File: config.mk
export PLATFORM = sky130hd
export DESIGN_NAME = uart_reg_frontend
export DESIGN_NICKNAME = d
export VERILOG_FILES = /design/src/rtl/uart_fe_pkg.sv /design/src/rtl/uart_fe_rx_fifo.sv /design/src/rtl/uart_fe_regs.sv /design/src/rtl/uart_fe_events.sv /design/src/rtl/uart_reg_frontend.sv
export SDC_FILE = /design/constraint.sdc
export NUM_CORES = 1
export LEC_CHECK = 0
export ABC_AREA = 1
export BUFFER_PORTS_ARGS = -buffer_cell sky130_fd_sc_hd__buf_2
export CAP_MARGIN = 20
export CORE_ASPECT_RATIO = 2
export CORE_MARGIN = 1.5
export CORE_UTILIZATION = 30
export DETAILED_ROUTE_END_ITERATION = 7
export SYNTH_ARGS = -nofsm -noshare
export SYNTH_HDL_FRONTEND = slang
export SYNTH_SLANG_ARGS = --single-unit
File: constraint.sdc
create_clock -name clk_i -period 6.2 [get_ports clk_i]
set_clock_uncertainty 0.05 [all_clocks]
set_input_delay 0.93 -clock clk_i [delete_from_list [all_inputs] [get_ports clk_i]]
set_output_delay 0.93 -clock clk_i [all_outputs]
set_load 0.02 [all_outputs]
File: src/rtl/uart_fe_pkg.sv
package uart_fe_pkg;

  localparam logic [7:0] OFS_DATA   = 8'h00;
  localparam logic [7:0] OFS_DATA_B = 8'h03;
  localparam logic [7:0] OFS_STAT   = 8'h04;
  localparam logic [7:0] OFS_CTRL   = 8'h08;
  localparam logic [7:0] OFS_SCAL   = 8'h0C;

  // control bit positions
  localparam int CB_RX_EN = 0;
  localparam int CB_TX_EN = 1;
  localparam int CB_RX_IE = 2;
  localparam int CB_TX_IE = 3;

  // status bit positions
  localparam int SB_DREADY   = 0;
  localparam int SB_TX_SH_MT = 1;
  localparam int SB_TX_FF_MT = 2;
  localparam int SB_RX_HALF  = 8;
  localparam int SB_RX_FULL  = 10;

  typedef enum logic [2:0] {
    SEL_NONE,
    SEL_DATA,
    SEL_STAT,
    SEL_CTRL,
    SEL_SCAL
  } reg_sel_e;

  function automatic reg_sel_e decode_sel(input logic [7:0] a);
    reg_sel_e s;
    case (a)
      OFS_DATA, OFS_DATA_B: s = SEL_DATA;
      OFS_STAT:             s = SEL_STAT;
      OFS_CTRL:             s = SEL_CTRL;
      OFS_SCAL:             s = SEL_SCAL;
      default:              s = SEL_NONE;
    endcase
    return s;
  endfunction

endpackage

File: src/rtl/uart_fe_rx_fifo.sv
module uart_fe_rx_fifo #(
  parameter int DEPTH = 16,
  parameter int W     = 8,
  localparam int PTR_W = (DEPTH > 1) ? $clog2(DEPTH) : 1,
  localparam int CNT_W = $clog2(DEPTH + 1)
) (
  input  logic             clk_i,
  input  logic             rst_ni,
  input  logic             push_i,
  input  logic [W-1:0]     din_i,
  input  logic             pop_i,
  output logic [W-1:0]     head_o,
  output logic [CNT_W-1:0] cnt_o
);

  logic [W-1:0]     mem_q [DEPTH];
  logic [PTR_W-1:0] wr_ptr_q, rd_ptr_q;
  logic [CNT_W-1:0] cnt_q;
  logic             do_push, do_pop;

  assign do_push = push_i && (cnt_q != CNT_W'(DEPTH));
  assign do_pop  = pop_i && (cnt_q != '0);

  function automatic logic [PTR_W-1:0] nxt(input logic [PTR_W-1:0] p);
    return (p == PTR_W'(DEPTH - 1)) ? '0 : p + 1'b1;
  endfunction

  always_ff @(posedge clk_i) begin
    if (do_push) mem_q[wr_ptr_q] <= din_i;
  end

  always_ff @(posedge clk_i or negedge rst_ni) begin
    if (!rst_ni) begin
      wr_ptr_q <= '0;
      rd_ptr_q <= '0;
      cnt_q    <= '0;
    end else begin
      if (do_push) wr_ptr_q <= nxt(wr_ptr_q);
      if (do_pop)  rd_ptr_q <= nxt(rd_ptr_q);
      case ({do_push, do_pop})
        2'b10:   cnt_q <= cnt_q + 1'b1;
        2'b01:   cnt_q <= cnt_q - 1'b1;
        default: cnt_q <= cnt_q;
      endcase
    end
  end

  assign head_o = mem_q[rd_ptr_q];
  assign cnt_o  = cnt_q;

endmodule

File: src/rtl/uart_fe_regs.sv
module uart_fe_regs
  import uart_fe_pkg::*;
#(
  parameter int ADDR_W = 8,
  parameter int DEPTH  = 16,
  localparam int CNT_W = $clog2(DEPTH + 1),
  localparam int HALF  = DEPTH / 2
) (
  input  logic              clk_i,
  input  logic              rst_ni,
  input  logic              psel_i,
  input  logic              penable_i,
  input  logic              pwrite_i,
  input  logic [ADDR_W-1:0] paddr_i,
  input  logic [31:0]       pwdata_i,
  input  logic [7:0]        rx_head_i,
  input  logic [CNT_W-1:0]  rx_cnt_i,
  output logic [31:0]       prdata_o,
  output logic [31:0]       ctrl_o,
  output logic              rx_pop_o,
  output logic              tx_req_o,
  output logic [7:0]        tx_byte_o
);

  reg_sel_e    sel;
  logic        access;
  logic [31:0] ctrl_q;
  logic [31:0] status;
  logic [31:0] rdata;

  assign sel    = decode_sel(paddr_i[7:0]);
  assign access = psel_i && penable_i;

  always_ff @(posedge clk_i or negedge rst_ni) begin
    if (!rst_ni)                                    ctrl_q <= '0;
    else if (access && pwrite_i && sel == SEL_CTRL) ctrl_q <= pwdata_i;
  end

  always_comb begin
    status              = '0;
    status[SB_DREADY]   = (rx_cnt_i != '0);
    status[SB_TX_SH_MT] = 1'b1;
    status[SB_TX_FF_MT] = 1'b1;
    status[SB_RX_HALF]  = (rx_cnt_i >= CNT_W'(HALF));
    status[SB_RX_FULL]  = (rx_cnt_i == CNT_W'(DEPTH));
  end

  always_comb begin
    case (sel)
      SEL_DATA: rdata = (rx_cnt_i != '0) ? {24'h0, rx_head_i} : '0;
      SEL_STAT: rdata = status;
      SEL_CTRL: rdata = ctrl_q;
      default:  rdata = '0;
    endcase
  end

  assign prdata_o  = (psel_i && !pwrite_i) ? rdata : '0;
  assign ctrl_o    = ctrl_q;
  assign rx_pop_o  = access && !pwrite_i && (sel == SEL_DATA);
  assign tx_req_o  = access && pwrite_i && (sel == SEL_DATA) && ctrl_q[CB_TX_EN];
  assign tx_byte_o = pwdata_i[7:0];

endmodule

File: src/rtl/uart_fe_events.sv
module uart_fe_events (
  input  logic       clk_i,
  input  logic       rst_ni,
  input  logic       rx_accept_i,
  input  logic       rx_ie_i,
  input  logic       tx_req_i,
  input  logic       tx_ie_i,
  input  logic [7:0] tx_byte_i,
  output logic       tx_valid_o,
  output logic [7:0] tx_data_o,
  output logic       irq_o
);

  logic       tx_valid_q, irq_q;
  logic [7:0] tx_data_q;

  always_ff @(posedge clk_i or negedge rst_ni) begin
    if (!rst_ni) begin
      tx_valid_q <= 1'b0;
      tx_data_q  <= '0;
      irq_q      <= 1'b0;
    end else begin
      tx_valid_q <= tx_req_i;
      if (tx_req_i) tx_data_q <= tx_byte_i;
      irq_q <= (rx_accept_i && rx_ie_i) || (tx_req_i && tx_ie_i);
    end
  end

  assign tx_valid_o = tx_valid_q;
  assign tx_data_o  = tx_data_q;
  assign irq_o      = irq_q;

endmodule

File: src/rtl/uart_reg_frontend.sv
module uart_reg_frontend
  import uart_fe_pkg::*;
#(
  parameter int ADDR_W = 8,
  parameter int DEPTH  = 16,
  localparam int CNT_W = $clog2(DEPTH + 1)
) (
  input  logic              clk_i,
  input  logic              rst_ni,
  input  logic              psel_i,
  input  logic              penable_i,
  input  logic              pwrite_i,
  input  logic [ADDR_W-1:0] paddr_i,
  input  logic [31:0]       pwdata_i,
  output logic [31:0]       prdata_o,
  output logic              pready_o,
  output logic              pslverr_o,
  input  logic [7:0]        rx_data_i,
  input  logic              rx_valid_i,
  output logic              rx_ready_o,
  output logic [7:0]        tx_data_o,
  output logic              tx_valid_o,
  output logic              irq_o
);

  logic [31:0]      ctrl;
  logic [7:0]       rx_head;
  logic [CNT_W-1:0] fifo_cnt;
  logic             rx_pop, rx_accept, tx_req;
  logic [7:0]       tx_byte;

  assign rx_ready_o = (fifo_cnt != CNT_W'(DEPTH));
  assign rx_accept  = rx_valid_i && rx_ready_o && ctrl[CB_RX_EN];
  assign pready_o   = 1'b1;
  assign pslverr_o  = 1'b0;

  uart_fe_rx_fifo #(.DEPTH(DEPTH), .W(8)) fifo_i (
    .clk_i  (clk_i),
    .rst_ni (rst_ni),
    .push_i (rx_accept),
    .din_i  (rx_data_i),
    .pop_i  (rx_pop),
    .head_o (rx_head),
    .cnt_o  (fifo_cnt)
  );

  uart_fe_regs #(.ADDR_W(ADDR_W), .DEPTH(DEPTH)) regs_i (
    .clk_i     (clk_i),
    .rst_ni    (rst_ni),
    .psel_i    (psel_i),
    .penable_i (penable_i),
    .pwrite_i  (pwrite_i),
    .paddr_i   (paddr_i),
    .pwdata_i  (pwdata_i),
    .rx_head_i (rx_head),
    .rx_cnt_i  (fifo_cnt),
    .prdata_o  (prdata_o),
    .ctrl_o    (ctrl),
    .rx_pop_o  (rx_pop),
    .tx_req_o  (tx_req),
    .tx_byte_o (tx_byte)
  );

  uart_fe_events evt_i (
    .clk_i       (clk_i),
    .rst_ni      (rst_ni),
    .rx_accept_i (rx_accept),
    .rx_ie_i     (ctrl[CB_RX_IE]),
    .tx_req_i    (tx_req),
    .tx_ie_i     (ctrl[CB_TX_IE]),
    .tx_byte_i   (tx_byte),
    .tx_valid_o  (tx_valid_o),
    .tx_data_o   (tx_data_o),
    .irq_o       (irq_o)
  );

endmodule

-- Yosys cells after proc, flatten, opt, wreduce, memory -nomap -nowiden
Memory sizes are Yosys's and may differ from the RTL's.
Cells that the tools add are included.
- add/sub/neg operators: 4
- $mul: 0
- div/mod/pow operators: 0
- magnitude comparators: 1
- eq/ne operators: 13
- shifts and indexed selects: 0
- mux-type cells: 9
- bitwise operators: 0
- reductions and logical operators: 20
- operators with widths (cell ; count):
    case mux 32 bit (3 select lines) ; 1
    2-to-1 mux 32 bit ; 1
    equality test 8 x 4 -> 1 bit (second input constant) ; 2
    logical AND 1 bit ; 14
    case mux 3 bit (4 select lines) ; 1
    case mux 5 bit (2 select lines) ; 1
    adder 4 x 1 -> 4 bit (second input constant) ; 2
    equality test 4 bit (second input constant) ; 2
    equality test 8 x 2 -> 1 bit (second input constant) ; 1
    equality test 8 x 3 -> 1 bit (second input constant) ; 1
    logical NOT 8 bit ; 1
    2-to-1 mux 4 bit ; 2
    2-to-1 mux 8 bit ; 1
    equality test 3 x 2 -> 1 bit (second input constant) ; 2
    adder 5 x 1 -> 5 bit (second input constant) ; 1
    equality test 5 bit (second input constant) ; 1
    >= comparator 5 x 4 -> 1 bit (second input constant) ; 1
    != test 5 bit (second input constant) ; 1
    nonzero test 5 bit ; 1
    subtractor 5 x 1 -> 5 bit (second input constant) ; 1
    equality test 3 x 1 -> 1 bit (second input constant) ; 1
    equality test 2 x 1 -> 1 bit (second input constant) ; 1
    equality test 2 bit (second input constant) ; 1
    2-to-1 mux 1 bit ; 2
    4 further kinds ; 4
- register bits: 55
- bits in latches: 0
- memory bits (writable): 128
- memory bits (read-only): 0
- input bits: 54
- output and inout port bits: 45
- word-level logic and storage cells: 55
- memories: 1
- memories (memory ; words ; width ; read ports ; clocked after memory_dff ; write ports ; line ; source):
    fifo_i.mem_q ; 16 ; 8 ; 1 ; 0 ; 1 ; uart_fe_rx_fifo.sv:16 ; logic [W-1:0] mem_q [DEPTH];

-- Longest topological paths before layout
- word-level depth: 8
- gate-level depth with buffers: 15
- gate-level depth less buffers: 15

-- Modules after synthesis
Synthesis repeated with hierarchy kept, for this count alone.
- cell total of the unflattened synthesis: 993
- area total of the unflattened synthesis: 8775.9 um^2
- by module, submodules not included (module ; times used ; cells each ; area an instance (um^2) ; seq. area each (um^2)):
    uart_fe_rx_fifo ; 1 ; 669 ; 6459.9 ; 4169.0
    uart_fe_regs ; 1 ; 274 ; 1899.3 ; 800.8
    uart_fe_events ; 1 ; 39 ; 366.6 ; 250.2
    uart_reg_frontend ; 1 ; 11 ; 50.0 ; 0.0

-- Worst setup path after synthesis
OpenSTA, ideal clock, no wires.
- kind: in2out
- from: input paddr_i[1]
- to: output prdata_o[10]
- arrival: 2059 ps
- required time: 5220 ps
- setup slack: 3161 ps
- stages on the path: 7
- path buffers: 1
- cell sequence: or2_1 > nor2_4 > nand2_2 > clkinv_2 > buf_4 > nand2_1 > a21oi_1
- cells in the longest elaborated chain, start to end: 6
- elaborated cells between the ends (all ways): 12
- those cells by class: eq/ne (7); mux (3); reduce/logical (2)
- ends and longest elaborated chain (element ; line ; source):
    from (decl) ; uart_reg_frontend.sv:13 ; input logic [ADDR_W-1:0] paddr_i,
    equality test 8 x 2 -> 1 bit or logical NOT 8 bit (tied branches) ; uart_fe_pkg.sv:32 ; case (a)
    OR reduction 2 bit ; uart_fe_pkg.sv:32 ;
    case mux 3 bit (4 select lines) * ; uart_fe_pkg.sv:32 ;
    equality test 3 x 2 -> 1 bit or equality test 3 x 1 -> 1 bit (tied branches) ; uart_fe_regs.sv:49 ; case (sel)
    case mux 32 bit (3 select lines) * ; uart_fe_regs.sv:49 ;
    2-to-1 mux 32 bit * ; uart_fe_regs.sv:57 ; assign prdata_o = (psel_i && !pwrite_i) ? rdata : '0;
    to (decl) ; uart_reg_frontend.sv:15 ; output logic [31:0] prdata_o,
Mark *: on every way between the ends. The rest lies on a longest branch, timed or not.

-- Worst setup path in the final report
- from: input paddr_i[1]
- to: output prdata_o[0]
The elaborated chain is that of the path after synthesis.

==> flow_summary.json <==
{
  "synth_ff_type": "edfxtp_1",
  "grt_usage_pct": 15.3,
  "grt_pass1_vias": 6216,
  "synth_cell_types": 37,
  "reg2reg_depth": 15,
  "cts_resized": 0,
  "pre_cts_ws_ns": 2.47,
  "finalCritPeriodShare_pct": 60.0,
  "drv_cap": 0,
  "netlist_top_cells_count": "nand2_1 (323), inv_1 (146), edfxtp_1 (128), nand3_1 (114), dfrtp_1 (55)",
  "wl_per_cell_um": 15.4,
  "cts_tree": "yes",
  "startpoint_type": "input port",
  "diodes": 0,
  "clockPowerShare_pct": 43.6,
  "whs_path_depth": 2,
  "intPower_mw": 2.10,
  "placementRows": 87,
  "postCtsSetupBuffers": 0,
  "synth_seq_cells": 183,
  "endpoint_kind": "output pin",
  "synth_area_um2": 8590,
  "relSlewSlack_pct": 35.1,
  "hp-class": "flop to flop",
  "insertion_delay_ns": 0.44,
  "slew_viol_final": 0,
  "grt_overflow_total": 0,
  "antenna_found_initial": 0,
  "grt_max_degree": 67,
  "crit_required_ns": 5.22,
  "combPwrFrac_pct": 6.9,
  "yosysSeqAreaShare_pct": 60.8,
  "io_buffers": 96,
  "floorplan.initialDensity_pct": 30.5,
  "areaGrowthSynthToFinish_pct": 16.0,
  "leakagePower_nw": 4.66,
  "finalSetupViolCount": 0,
  "root_buffer": "clkbuf_16",
  "dp.cells": 1360,
  "path_class": "input port to output pin",
  "outcome": "completed",
  "hold_violations": 0,
  "cp_max_fo": 34,
  "synthArstFlopShare_pct": 30.1,
  "p_switching_uw": 619,
  "synth_top_area_share_pct": 44.7,
  "rsz0062_at_grt": "false",
  "die_h_um": 242,
  "drive_gt1_share_pct": 14.9,
  "sw_frac_of_total_pct": 22.8,
  "ant_nets": 0,
  "postCtsHoldBufs": 0,
  "synth_most_common_cell": "nand2_1",
  "drcViolationCount": 0,
  "routed_wl_mm": 21.5,
  "worst_pin_slew_ns": 0.969,
  "clkTransAtPathRegs_ns": 0.07,
  "yosysTopAreaCell": "edfxtp_1",
  "syn-num-nets": 1006,
  "nets": 1087,
  "clock.fmax_mhz": 269,
  "grt_pass1_wl_mm": 33.7,
  "synth_edf_count": 128,
  "fin_ws_ns": 2.48,
  "via_per_inst": 4.58,
  "core_um2": 28200,
  "clock_path_buffers": 2,
  "cts_buffers": 17,
  "synth_warnings": 0,
  "timing.final.crit_period_ns": 3.72,
  "setup_tns_ns": 0,
  "gp_congestion": 0.828,
  "cts.sinks": 183,
  "power_frac_seq_pct": 49.4,
  "via_count": 6375,
  "synthTopCellsByArea": "edfxtp_1 (45%), dfrtp_1 (16%), nand2_1 (14%)",
  "place_hpwl_mm": 15.2,
  "synth_area_per_cell_um2": 9.12,
  "drtIter0Drc": 424,
  "peakVddDrop_v": 0.000211,
  "drtPass1Iterations": 5,
  "instances_no_fill": 1392,
  "ios": 99,
  "cts_max_level": 4,
  "dieWidth_um": 123,
  "placed_area_um2": 9320,
  "syn_inst": 942,
  "die_area_um2": 29700,
  "powerDensity_nw_per_um2": 273,
  "cp.arrival_ns": 2.74,
  "stdcell_area_um2": 9970
}
## logic make-up after synthesis
family	Yosys count	synth area share [%]
simple gates	500	24.7
buf+inv	197	9.67
flops	183	60.8
compound gates	44	2.65
fa+ha+maj	10	1.54
xor+xnor	6	0.612
other cells	2	0.0874
## registers in the layout (all words and copies together) (netlist names)
signal	flops
fifo_i.mem_q	128
regs_i.ctrl_o	32
evt_i.tx_data_o	8
fifo_i.cnt_o	5
fifo_i.rd_ptr_q	4
fifo_i.wr_ptr_q	4
evt_i.irq_o	1
evt_i.tx_valid_o	1
## worst paths after layout
kind	from	endpoint	slack, ns
worst max-delay path	paddr_i[1]	prdata_o[0]	2.48
worst min-delay path	regs_i.ctrl_o[29]	regs_i.ctrl_o[29]	0.42
worst max register to register	fifo_i.cnt_o[3]	fifo_i.cnt_o[4]	3.68
worst min register to register	regs_i.ctrl_o[29]	regs_i.ctrl_o[29]	0.42
max in group asynchronous	rst_ni	fifo_i.rd_ptr_q[0]	5.00
min in group asynchronous	rst_ni	fifo_i.wr_ptr_q[3]	0.58
## cell type report
type,count,area [um^2]
fillers,2812,18200
flip-flops and latches,183,5220
multi-input cells,562,2540
inverters,158,594
repair buffers,101,518
well taps,356,445
clock buffers,17,425
clock inverters,15,224
## worst max-delay path: stages
cell,delay [ns]
buf_2,0.10
or2_1,0.26
nor2_4,0.14
nand2_2,0.29
clkinv_2,0.47
nand2_1,0.08
o21ai_0,0.09
inv_1,0.05
a21oi_1,0.13
buf_2,0.18
## layout by cell type (no fill, tap or decap), drive strengths merged, types with 12 or more instances in the layout
cell,n
nand2,327
inv,157
edfxtp,128
nand3,115
buf,101
dfrtp,55
nor2,50
o21ai,29
clkbuf,17
a21oi,12
## power groups by stage
stage          clock network (mW)  logic, mW  registers (mW)
2_1_floorplan                   0      0.115            1.36
3_3_place_gp                    0      0.188            1.37
3_5_place_dp                    0      0.190            1.37
4_1_cts                      1.21      0.191            1.34
5_1_grt                      1.25      0.212            1.34
6_report                     1.19      0.189            1.34
## routing by layer
layer  global-route usage (%)  up-vias  wire [um]
li1                         -     3126          -
met1                     15.4     3000       7670
met2                     29.1      206      12100
met3                     2.73       43        848
met4                     7.46        0        841
met5                        0        -          0
## stage by stage
stage,utilization (%),hold slack (ns),power [mW]
after floorplan,-,0.392,1.48
after global placement,33.0,0.404,1.55
after detailed placement,33.0,0.409,1.56
after CTS,35.4,0.427,2.74
after global routing,35.4,0.449,2.81
final,35.4,0.422,2.72
Note: power is estimated with default switching activity, not from simulation.
